[config.mk]
export PLATFORM = sky130hd
export DESIGN_NAME = hc_csr_top
export DESIGN_NICKNAME = d
export VERILOG_FILES = /design/src/rtl/hc_csr_pkg.sv /design/src/rtl/hc_cmd_reg.sv /design/src/rtl/hc_run_frame.sv /design/src/rtl/hc_irq_status.sv /design/src/rtl/hc_csr_top.sv
export SDC_FILE = /design/constraint.sdc
export NUM_CORES = 1
export LEC_CHECK = 0
export ABC_AREA = 1
export CORE_UTILIZATION = 43
export DETAILED_ROUTE_END_ITERATION = 10
export PLACE_DENSITY = 0.81
export SLEW_MARGIN = 0
export SYNTH_ARGS = -nofsm -noshare
export SYNTH_HDL_FRONTEND = slang
export SYNTH_SLANG_ARGS = --single-unit
[constraint.sdc]
create_clock -name clk -period 1.8 [get_ports clk]
set_input_delay 0.54 -clock clk [delete_from_list [all_inputs] [get_ports clk]]
set_output_delay 0.54 -clock clk [all_outputs]
set_load 0.05 [all_outputs]
[src/rtl/hc_csr_pkg.sv]
package hc_csr_pkg;

    // register offsets on the byte-addressed port
    localparam int OFS_CMD   = 0;
    localparam int OFS_STS   = 2;
    localparam int OFS_IEN   = 4;
    localparam int OFS_FNUM  = 8;
    localparam int OFS_FBASE = 10;

    // command word bit positions
    localparam int CB_RUN   = 0;
    localparam int CB_HCRST = 1;
    localparam int CB_GRST  = 2;
    localparam int CB_SUSP  = 3;
    localparam int CB_RSM   = 4;
    localparam int CB_CFG   = 6;
    localparam int CB_MPS   = 7;

    // status word bit positions
    localparam int SB_DONE = 0;
    localparam int SB_ERR  = 1;
    localparam int SB_HALT = 5;

    // interrupt enable bit positions
    localparam int IB_DONE  = 2;
    localparam int IB_SHORT = 3;

    typedef struct packed {
        logic hcrst;
        logic mps;
        logic cfg;
        logic rsm;
        logic susp;
        logic grst;
        logic run;
    } cmd_bits_t;

    typedef struct packed {
        logic done_c;
        logic short_c;
        logic err_c;
        logic en_done;
        logic en_short;
    } irq_state_t;

endpackage

[src/rtl/hc_cmd_reg.sv]
module hc_cmd_reg
    import hc_csr_pkg::*;
#(
    parameter int DATA_W = 16
) (
    input  logic              clk,
    input  logic              rst_n,
    input  logic              wr_en,
    input  logic [DATA_W-1:0] wdata,
    output cmd_bits_t         cmd_o,
    output logic [DATA_W-1:0] rdata_o
);

    cmd_bits_t cmd_d, cmd_q;

    wire unused_wbits = ^{wdata[DATA_W-1:8], wdata[5]};

    always_comb begin
        cmd_d       = cmd_q;
        cmd_d.hcrst = 1'b0;
        if (wr_en) begin
            if (wdata[CB_HCRST]) begin
                cmd_d       = '0;
                cmd_d.hcrst = 1'b1;
            end else begin
                cmd_d.run  = wdata[CB_RUN];
                cmd_d.grst = wdata[CB_GRST];
                cmd_d.susp = wdata[CB_SUSP];
                cmd_d.rsm  = wdata[CB_RSM];
                cmd_d.cfg  = wdata[CB_CFG];
                cmd_d.mps  = wdata[CB_MPS];
            end
        end
    end

    always_ff @(posedge clk or negedge rst_n) begin
        if (!rst_n) cmd_q <= '0;
        else        cmd_q <= cmd_d;
    end

    always_comb begin
        rdata_o           = '0;
        rdata_o[CB_RUN]   = cmd_q.run;
        rdata_o[CB_HCRST] = cmd_q.hcrst;
        rdata_o[CB_GRST]  = cmd_q.grst;
        rdata_o[CB_SUSP]  = cmd_q.susp;
        rdata_o[CB_RSM]   = cmd_q.rsm;
        rdata_o[CB_CFG]   = cmd_q.cfg;
        rdata_o[CB_MPS]   = cmd_q.mps;
    end

    assign cmd_o = cmd_q;

    // the reset request lasts a single cycle unless written again
    a_r3_self_clear: assert property (@(posedge clk) disable iff (!rst_n)
        cmd_q.hcrst && !(wr_en && wdata[CB_HCRST]) |=> !cmd_q.hcrst);

    // run follows a plain command write
    a_r2_run_written: assert property (@(posedge clk) disable iff (!rst_n)
        wr_en && !wdata[CB_HCRST] |=> cmd_q.run == $past(wdata[CB_RUN]));

endmodule

[src/rtl/hc_run_frame.sv]
module hc_run_frame #(
    parameter int FRAME_W = 10
) (
    input  logic               clk,
    input  logic               rst_n,
    input  logic               clr,
    input  logic               run,
    input  logic               tick,
    input  logic               halt_w1c,
    input  logic               fnum_wr,
    input  logic [FRAME_W-1:0] fnum_wdata,
    output logic               halted_o,
    output logic [FRAME_W-1:0] frame_o
);

    typedef struct packed {
        logic               halted;
        logic [FRAME_W-1:0] frame;
    } rf_state_t;

    localparam rf_state_t RF_RST = '{halted: 1'b1, frame: '0};

    rf_state_t rf_d, rf_q;
    logic      advance;

    assign advance = tick && run && !rf_q.halted;

    always_comb begin
        rf_d = rf_q;
        if (advance) rf_d.frame = rf_q.frame + 1'b1;
        if (fnum_wr) rf_d.frame = fnum_wdata;
        if (run)           rf_d.halted = 1'b0;
        else if (tick)     rf_d.halted = 1'b1;
        else if (halt_w1c) rf_d.halted = 1'b0;
        if (clr) rf_d = RF_RST;
    end

    always_ff @(posedge clk or negedge rst_n) begin
        if (!rst_n) rf_q <= RF_RST;
        else        rf_q <= rf_d;
    end

    assign halted_o = rf_q.halted;
    assign frame_o  = rf_q.frame;

    // a running controller is never halted one clock later
    a_r5_run_clears: assert property (@(posedge clk) disable iff (!rst_n)
        run && !clr |=> !halted_o);

    // after a stop, halted waits for a frame boundary
    a_r5_stop_waits: assert property (@(posedge clk) disable iff (!rst_n)
        !run && !tick && !halt_w1c && !clr |=> halted_o == $past(halted_o));

    // one step per qualified tick, wrapping naturally
    a_r6_step: assert property (@(posedge clk) disable iff (!rst_n)
        tick && run && !halted_o && !fnum_wr && !clr
        |=> frame_o == FRAME_W'($past(frame_o) + 1'b1));

    // no tick, no write, no reset leaves the index alone
    a_r6_hold: assert property (@(posedge clk) disable iff (!rst_n)
        !tick && !fnum_wr && !clr |=> $stable(frame_o));

endmodule

[src/rtl/hc_irq_status.sv]
module hc_irq_status
    import hc_csr_pkg::*;
(
    input  logic clk,
    input  logic rst_n,
    input  logic clr,
    input  logic evt_done,
    input  logic evt_err,
    input  logic evt_short,
    input  logic w1c_done,
    input  logic w1c_err,
    input  logic ien_wr,
    input  logic ien_done_wr,
    input  logic ien_short_wr,
    output logic irq_o,
    output logic done_o,
    output logic err_o,
    output logic en_done_o,
    output logic en_short_o
);

    irq_state_t st_d, st_q;

    always_comb begin
        st_d = st_q;
        if (w1c_done) begin
            st_d.done_c  = 1'b0;
            st_d.short_c = 1'b0;
        end
        if (w1c_err)   st_d.err_c   = 1'b0;
        if (evt_done)  st_d.done_c  = 1'b1;
        if (evt_short) st_d.short_c = 1'b1;
        if (evt_err)   st_d.err_c   = 1'b1;
        if (ien_wr) begin
            st_d.en_done  = ien_done_wr;
            st_d.en_short = ien_short_wr;
        end
        if (clr) st_d = '0;
    end

    always_ff @(posedge clk or negedge rst_n) begin
        if (!rst_n) st_q <= '0;
        else        st_q <= st_d;
    end

    assign irq_o = (st_q.done_c && st_q.en_done) ||
                   (st_q.short_c && st_q.en_short) ||
                   st_q.err_c;
    assign done_o     = st_q.done_c || st_q.short_c;
    assign err_o      = st_q.err_c;
    assign en_done_o  = st_q.en_done;
    assign en_short_o = st_q.en_short;

    // an error event beats a simultaneous clear
    a_r8_evt_wins: assert property (@(posedge clk) disable iff (!rst_n)
        evt_err && !clr |=> err_o);

    // a clear without a new event empties the error cause
    a_r8_w1c_err: assert property (@(posedge clk) disable iff (!rst_n)
        w1c_err && !evt_err && !clr |=> !err_o);

    // completion is recorded regardless of enables
    a_r9_done_sets: assert property (@(posedge clk) disable iff (!rst_n)
        (evt_done || evt_short) && !clr |=> done_o);

    // reset request silences the interrupt
    a_r3_clr_quiet: assert property (@(posedge clk) disable iff (!rst_n)
        clr |=> !irq_o);

endmodule

[src/rtl/hc_csr_top.sv]
module hc_csr_top
    import hc_csr_pkg::*;
#(
    parameter int DATA_W  = 16,
    parameter int ADDR_W  = 4,
    parameter int FRAME_W = 10
) (
    input  logic               clk,
    input  logic               rst_n,
    input  logic               reg_wr,
    input  logic [ADDR_W-1:0]  reg_addr,
    input  logic [DATA_W-1:0]  reg_wdata,
    output logic [DATA_W-1:0]  reg_rdata,
    input  logic               evt_done,
    input  logic               evt_err,
    input  logic               evt_short,
    input  logic               frame_tick,
    output logic               irq,
    output logic               hc_halted,
    output logic               xfer_ok,
    output logic               max_pkt_64,
    output logic [FRAME_W-1:0] frame_idx,
    output logic [DATA_W-1:0]  fl_entry_addr
);

    localparam int FL_LSB = FRAME_W + 2;
    localparam int BASE_W = DATA_W - FL_LSB;

    cmd_bits_t         cmd;
    logic [DATA_W-1:0] cmd_rdata;
    logic              wr_cmd, wr_sts, wr_ien, wr_fnum, wr_fbase;
    logic              sts_done, sts_err, en_done, en_short;
    logic [BASE_W-1:0] fb_d, fb_q;

    wire unused_cmd = ^{cmd.grst, cmd.rsm, cmd.cfg};

    assign wr_cmd   = reg_wr && (reg_addr == ADDR_W'(OFS_CMD));
    assign wr_sts   = reg_wr && (reg_addr == ADDR_W'(OFS_STS));
    assign wr_ien   = reg_wr && (reg_addr == ADDR_W'(OFS_IEN));
    assign wr_fnum  = reg_wr && (reg_addr == ADDR_W'(OFS_FNUM));
    assign wr_fbase = reg_wr && (reg_addr == ADDR_W'(OFS_FBASE));

    hc_cmd_reg #(.DATA_W(DATA_W)) u_cmd (
        .clk     (clk),
        .rst_n   (rst_n),
        .wr_en   (wr_cmd),
        .wdata   (reg_wdata),
        .cmd_o   (cmd),
        .rdata_o (cmd_rdata)
    );

    hc_run_frame #(.FRAME_W(FRAME_W)) u_run (
        .clk        (clk),
        .rst_n      (rst_n),
        .clr        (cmd.hcrst),
        .run        (cmd.run),
        .tick       (frame_tick),
        .halt_w1c   (wr_sts && reg_wdata[SB_HALT]),
        .fnum_wr    (wr_fnum),
        .fnum_wdata (reg_wdata[FRAME_W-1:0]),
        .halted_o   (hc_halted),
        .frame_o    (frame_idx)
    );

    hc_irq_status u_irq (
        .clk          (clk),
        .rst_n        (rst_n),
        .clr          (cmd.hcrst),
        .evt_done     (evt_done),
        .evt_err      (evt_err),
        .evt_short    (evt_short),
        .w1c_done     (wr_sts && reg_wdata[SB_DONE]),
        .w1c_err      (wr_sts && reg_wdata[SB_ERR]),
        .ien_wr       (wr_ien),
        .ien_done_wr  (reg_wdata[IB_DONE]),
        .ien_short_wr (reg_wdata[IB_SHORT]),
        .irq_o        (irq),
        .done_o       (sts_done),
        .err_o        (sts_err),
        .en_done_o    (en_done),
        .en_short_o   (en_short)
    );

    // frame-list page register
    always_comb begin
        fb_d = fb_q;
        if (wr_fbase)  fb_d = reg_wdata[DATA_W-1:FL_LSB];
        if (cmd.hcrst) fb_d = '0;
    end

    always_ff @(posedge clk or negedge rst_n) begin
        if (!rst_n) fb_q <= '0;
        else        fb_q <= fb_d;
    end

    assign fl_entry_addr = {fb_q, frame_idx, 2'b00};
    assign xfer_ok       = cmd.run && !hc_halted && !cmd.susp;
    assign max_pkt_64    = cmd.mps;

    always_comb begin
        reg_rdata = '0;
        case (reg_addr)
            ADDR_W'(OFS_CMD):   reg_rdata = cmd_rdata;
            ADDR_W'(OFS_STS): begin
                reg_rdata[SB_DONE] = sts_done;
                reg_rdata[SB_ERR]  = sts_err;
                reg_rdata[SB_HALT] = hc_halted;
            end
            ADDR_W'(OFS_IEN): begin
                reg_rdata[IB_DONE]  = en_done;
                reg_rdata[IB_SHORT] = en_short;
            end
            ADDR_W'(OFS_FNUM):  reg_rdata[FRAME_W-1:0] = frame_idx;
            ADDR_W'(OFS_FBASE): reg_rdata[DATA_W-1:FL_LSB] = fb_q;
            default:            reg_rdata = '0;
        endcase
    end

    // a halted controller keeps its frame index
    a_r6_frozen_halted: assert property (@(posedge clk) disable iff (!rst_n)
        hc_halted && !wr_fnum && !cmd.hcrst |=> $stable(frame_idx));

    // permit is withdrawn after a stop reaches the frame boundary
    a_r11_stop_blocks: assert property (@(posedge clk) disable iff (!rst_n)
        !cmd.run && frame_tick && !cmd.hcrst |=> !xfer_ok);

endmodule

==> flow_summary_export.csv <==
group,metric,value,unit
synthesis,synth_seq_cells,27,
worst_setup_path,worstRegToRegCells,8,
global_route,overflow,0,
clocking,clock_path_buffers,2,
routing,drtIter0Drc,255,
sta,fmax,0.4874,GHz
synthesis,netlist.area_leader.share,0.3782,
power_and_ir_drop,ir_drop,1.324,mV
sta,finalCritPeriodShare,1.140,
global_route,grt_max_degree,28,
synthesis,synth_common_cells,"nand2_1 (69), nor2_1 (32), inv_1 (28)",
floorplan,die-area,4258,µm²
final_layout,fillers,150,
clocking,hold_buffers,0,
sta,setup_ws,-0.2519,ns
power_and_ir_drop,p_sw_frac,0.4963,
synthesis,avgSynthCellArea,6.993,µm²
sta,fin_tns_setup,-2.436,ns
synthesis,synth_top_cells_by_area,"dfrtp_1 (38%), nand2_1 (15%), nand3_1 (7.0%)",
flow_run,maxCapViolations,0,
sta,rsz0062_at_grt,"yes",
clocking,numCtsBuffers,3,
power_and_ir_drop,seq_power_share,0.213,
run_status,violations,"negative setup slack",
synthesis,yosys.cell_count.top_type,"nand2_1",
synthesis,ys.flop_type,"dfrtp_1",
clocking,cts.clk_slew.worst_paths,0.10,ns
routing,vias_per_cell,6.055,
worst_setup_path,crit_family,"buffers and inverters",
sta,hold_viol,0,
routing,ant_nets,0,
floorplan,chipWidth,65.25,µm
global_route,antenna_found_initial,0,
placed_design,place_area,2957,µm²
routing,post_drt_wl_per_cell,20.83,µm
global_route,grt_first_pass_wirelength,11840,µm
placed_design,dp_hpwl,4141,µm
routing,dr.pass1.iters,5,
worst_setup_path,required,1.26,ns
clocking,h-tree-depth,1,
synthesis,synthArstFlopShare,1.000,
power_and_ir_drop,p_sw,2.115,mW
routing,vias,2325,
sta,fin_skew,0.005018,ns
routing,drc,0,
sta,fin_crit,2.052,ns
floorplan,rows,22,
final_layout,areaGrowthSynthToFinish,92.22,%
floorplan,core,3744,µm²
clocking,clk_latency,0.28,ns
synthesis,synthCells,246,
worst_setup_path,arrival,1.51,ns
clocking,cts_sinks,27,
min_path,hold_path_depth,2,
sta,setup_viol,16,
worst_setup_path,cp_slowest_cell,"nor2_4",
placed_design,gp_congestion,0.8896,
final_layout,nets,365,
floorplan,ios,73,
floorplan,die_h,65.25,µm
synthesis,synth.distinct_cells,25,
worst_setup_path,path_depth,8,
worst_setup_path,path_max_fanout,5,
power_and_ir_drop,power.density,1289,nW/µm²
power_and_ir_drop,p_leak,1.464,nW
placed_design,portBuffers,66,
synthesis,ys_seq_area_frac,0.3935,
synthesis,ys_warn_count,0,
power_and_ir_drop,pwr-share-comb,0.702,
final_layout,diodes,0,
global_route,track_usage,0.3741,
worst_setup_path,critPathLaunchType,"primary input",
worst_setup_path,setup.worst_path.end_class,"output pin",
final_layout,drive_gt1_frac,0.3631,
routing,drt_wl_total,8000,µm
sta,final-max-slew-violation-count,0,
final_layout,finalInstanceArea,3307,µm²
placed_design,place_ws,-0.6536,ns
run_status,status,"finished, violations left",
worst_setup_path,worstSetupPathType,"in2out",
floorplan,start_util,0.4596,
synthesis,synth_largest_area_cell,"dfrtp_1",
min_path,hold_path_class,"reg2reg",
synthesis,synth_area,1720,µm²
global_route,grt_pass1_vias,2249,
worst_setup_path,crit_buf_inv,4,
worst_setup_path,path_cells,"buf_8 > nor2_4 > buf_6 > nand2_8 > inv_6 > nand2_2 > o221ai_4 > buf_12",
clocking,cts_tree,"built",
power_and_ir_drop,pwr-share-clk,0.085,
worst_setup_path,cp_slowest_stage_delay,0.19,ns
power_and_ir_drop,internal-power,2.147,mW
clocking,cts_root_buf,"clkbuf_8",
synthesis,synth-edff-count,0,
[registers in the layout (all words and copies together), names as in the netlist]
register          cells
u_run.frame_o        10
fb_q                  4
u_irq.st_q            2
u_irq.err_o           1
u_irq.en_done_o       1
u_cmd.cmd_o           7
u_run.halted_o        1
u_irq.en_short_o      1
[worst min-delay path: cells and delay by family (launching register included)]
kind / cells / cell delay [ns]
DFF: 1 / 0.39
and+or+nand+nor: 2 / 0.12
[cell families (layout without fill, tap and decap cells)]
group	Yosys count	after routing	synth area share
and+or+nand+nor	138	139	0.3484
buffers and inverters	47	133	0.1367
AOI/OAI and AO/OA	31	31	0.1069
DFF	27	27	0.3935
adders and majority gates	1	1	0.007272
other	1	4	0.002180
xor gates and xnor gates	1	1	0.005092
[power by group through the flow]
stage                     registers [mW]  clock network [mW]  logic (mW)
after global routing               0.915               0.389        3.12
after CTS                          0.884               0.352        2.87
after floorplan                     1.38                   0        1.02
final                              0.908               0.362        2.99
after detailed placement           0.892                   0        2.77
after global placement             0.880                   0        2.74
[cell type report]
type | count | area, µm² | share of cell area
Tap cell | 48 | 60.06 | 0.01816
Multi-Input combinational cell | 176 | 1099 | 0.3322
Clock inverter | 1 | 5.005 | 0.001513
Sequential cell | 27 | 676.9 | 0.2047
Timing Repair Buffer | 99 | 1308 | 0.3954
Inverter | 30 | 117.6 | 0.03557
Clock buffer | 3 | 41.29 | 0.01249
[per-stage QoR]
stage / utilization / hold slack [ns] / std cells / total power [mW]
after CTS: 0.8676 / 0.5343 / 381 / 4.106
after global placement: 0.7898 / 0.4978 / 370 / 3.615
after detailed placement: 0.7898 / 0.5096 / 370 / 3.659
final: 0.8834 / 0.5381 / 384 / 4.261
after floorplan: - / 0.2444 / 249 / 2.394
after global routing: 0.8834 / 0.5746 / 384 / 4.421
[timing repair]
item / in CTS / in global routing
setup endpoints to repair: 28 / 16
gates resized for setup: 56 / 10
pin swaps: 10 / 9
cloned: 1 / 0
buffers inserted: 6 / 3
[final timing paths]
check / from / endpoint / slack [ns]
min: u_irq.en_short_o / u_irq.en_short_o / 0.54
min reg2reg: u_irq.en_short_o / u_irq.en_short_o / 0.54
min in group asynchronous: rst_n / u_irq.st_q[3] / 0.63
max: reg_addr[0] / reg_rdata[1] / -0.25
max reg2reg: u_run.frame_o[0] / u_run.frame_o[8] / 0.19
max in group asynchronous: rst_n / u_run.halted_o / 0.87
[routing by layer]
metal  routed length (µm)  global-route usage
met5                    0                   0
met4                  586              0.2391
met3                  748             0.04688
met2                 3956              0.6598
met1                 2708              0.4221
[placed cells by master, fill, tap and decap left out, types with 2 or more instances in the layout]
cell / instances
nand2_1: 64
buf_12: 38
buf_4: 31
inv_1: 27
dfrtp_1: 26
nand3_1: 24
nor2_1: 22
clkdlybuf4s50_1: 20
o21ai_0: 14
nor2_4: 11
buf_6: 7
nand2_2: 5
nand2_8: 4
o221ai_4: 4
o22ai_4: 4
a21oi_1: 4
conb_1: 4
nor2_2: 3
o21ai_1: 3
clkbuf_8: 3
inv_2: 2
nand4_1: 2
buf_8: 2
Power figures use the tool's default switching activity.
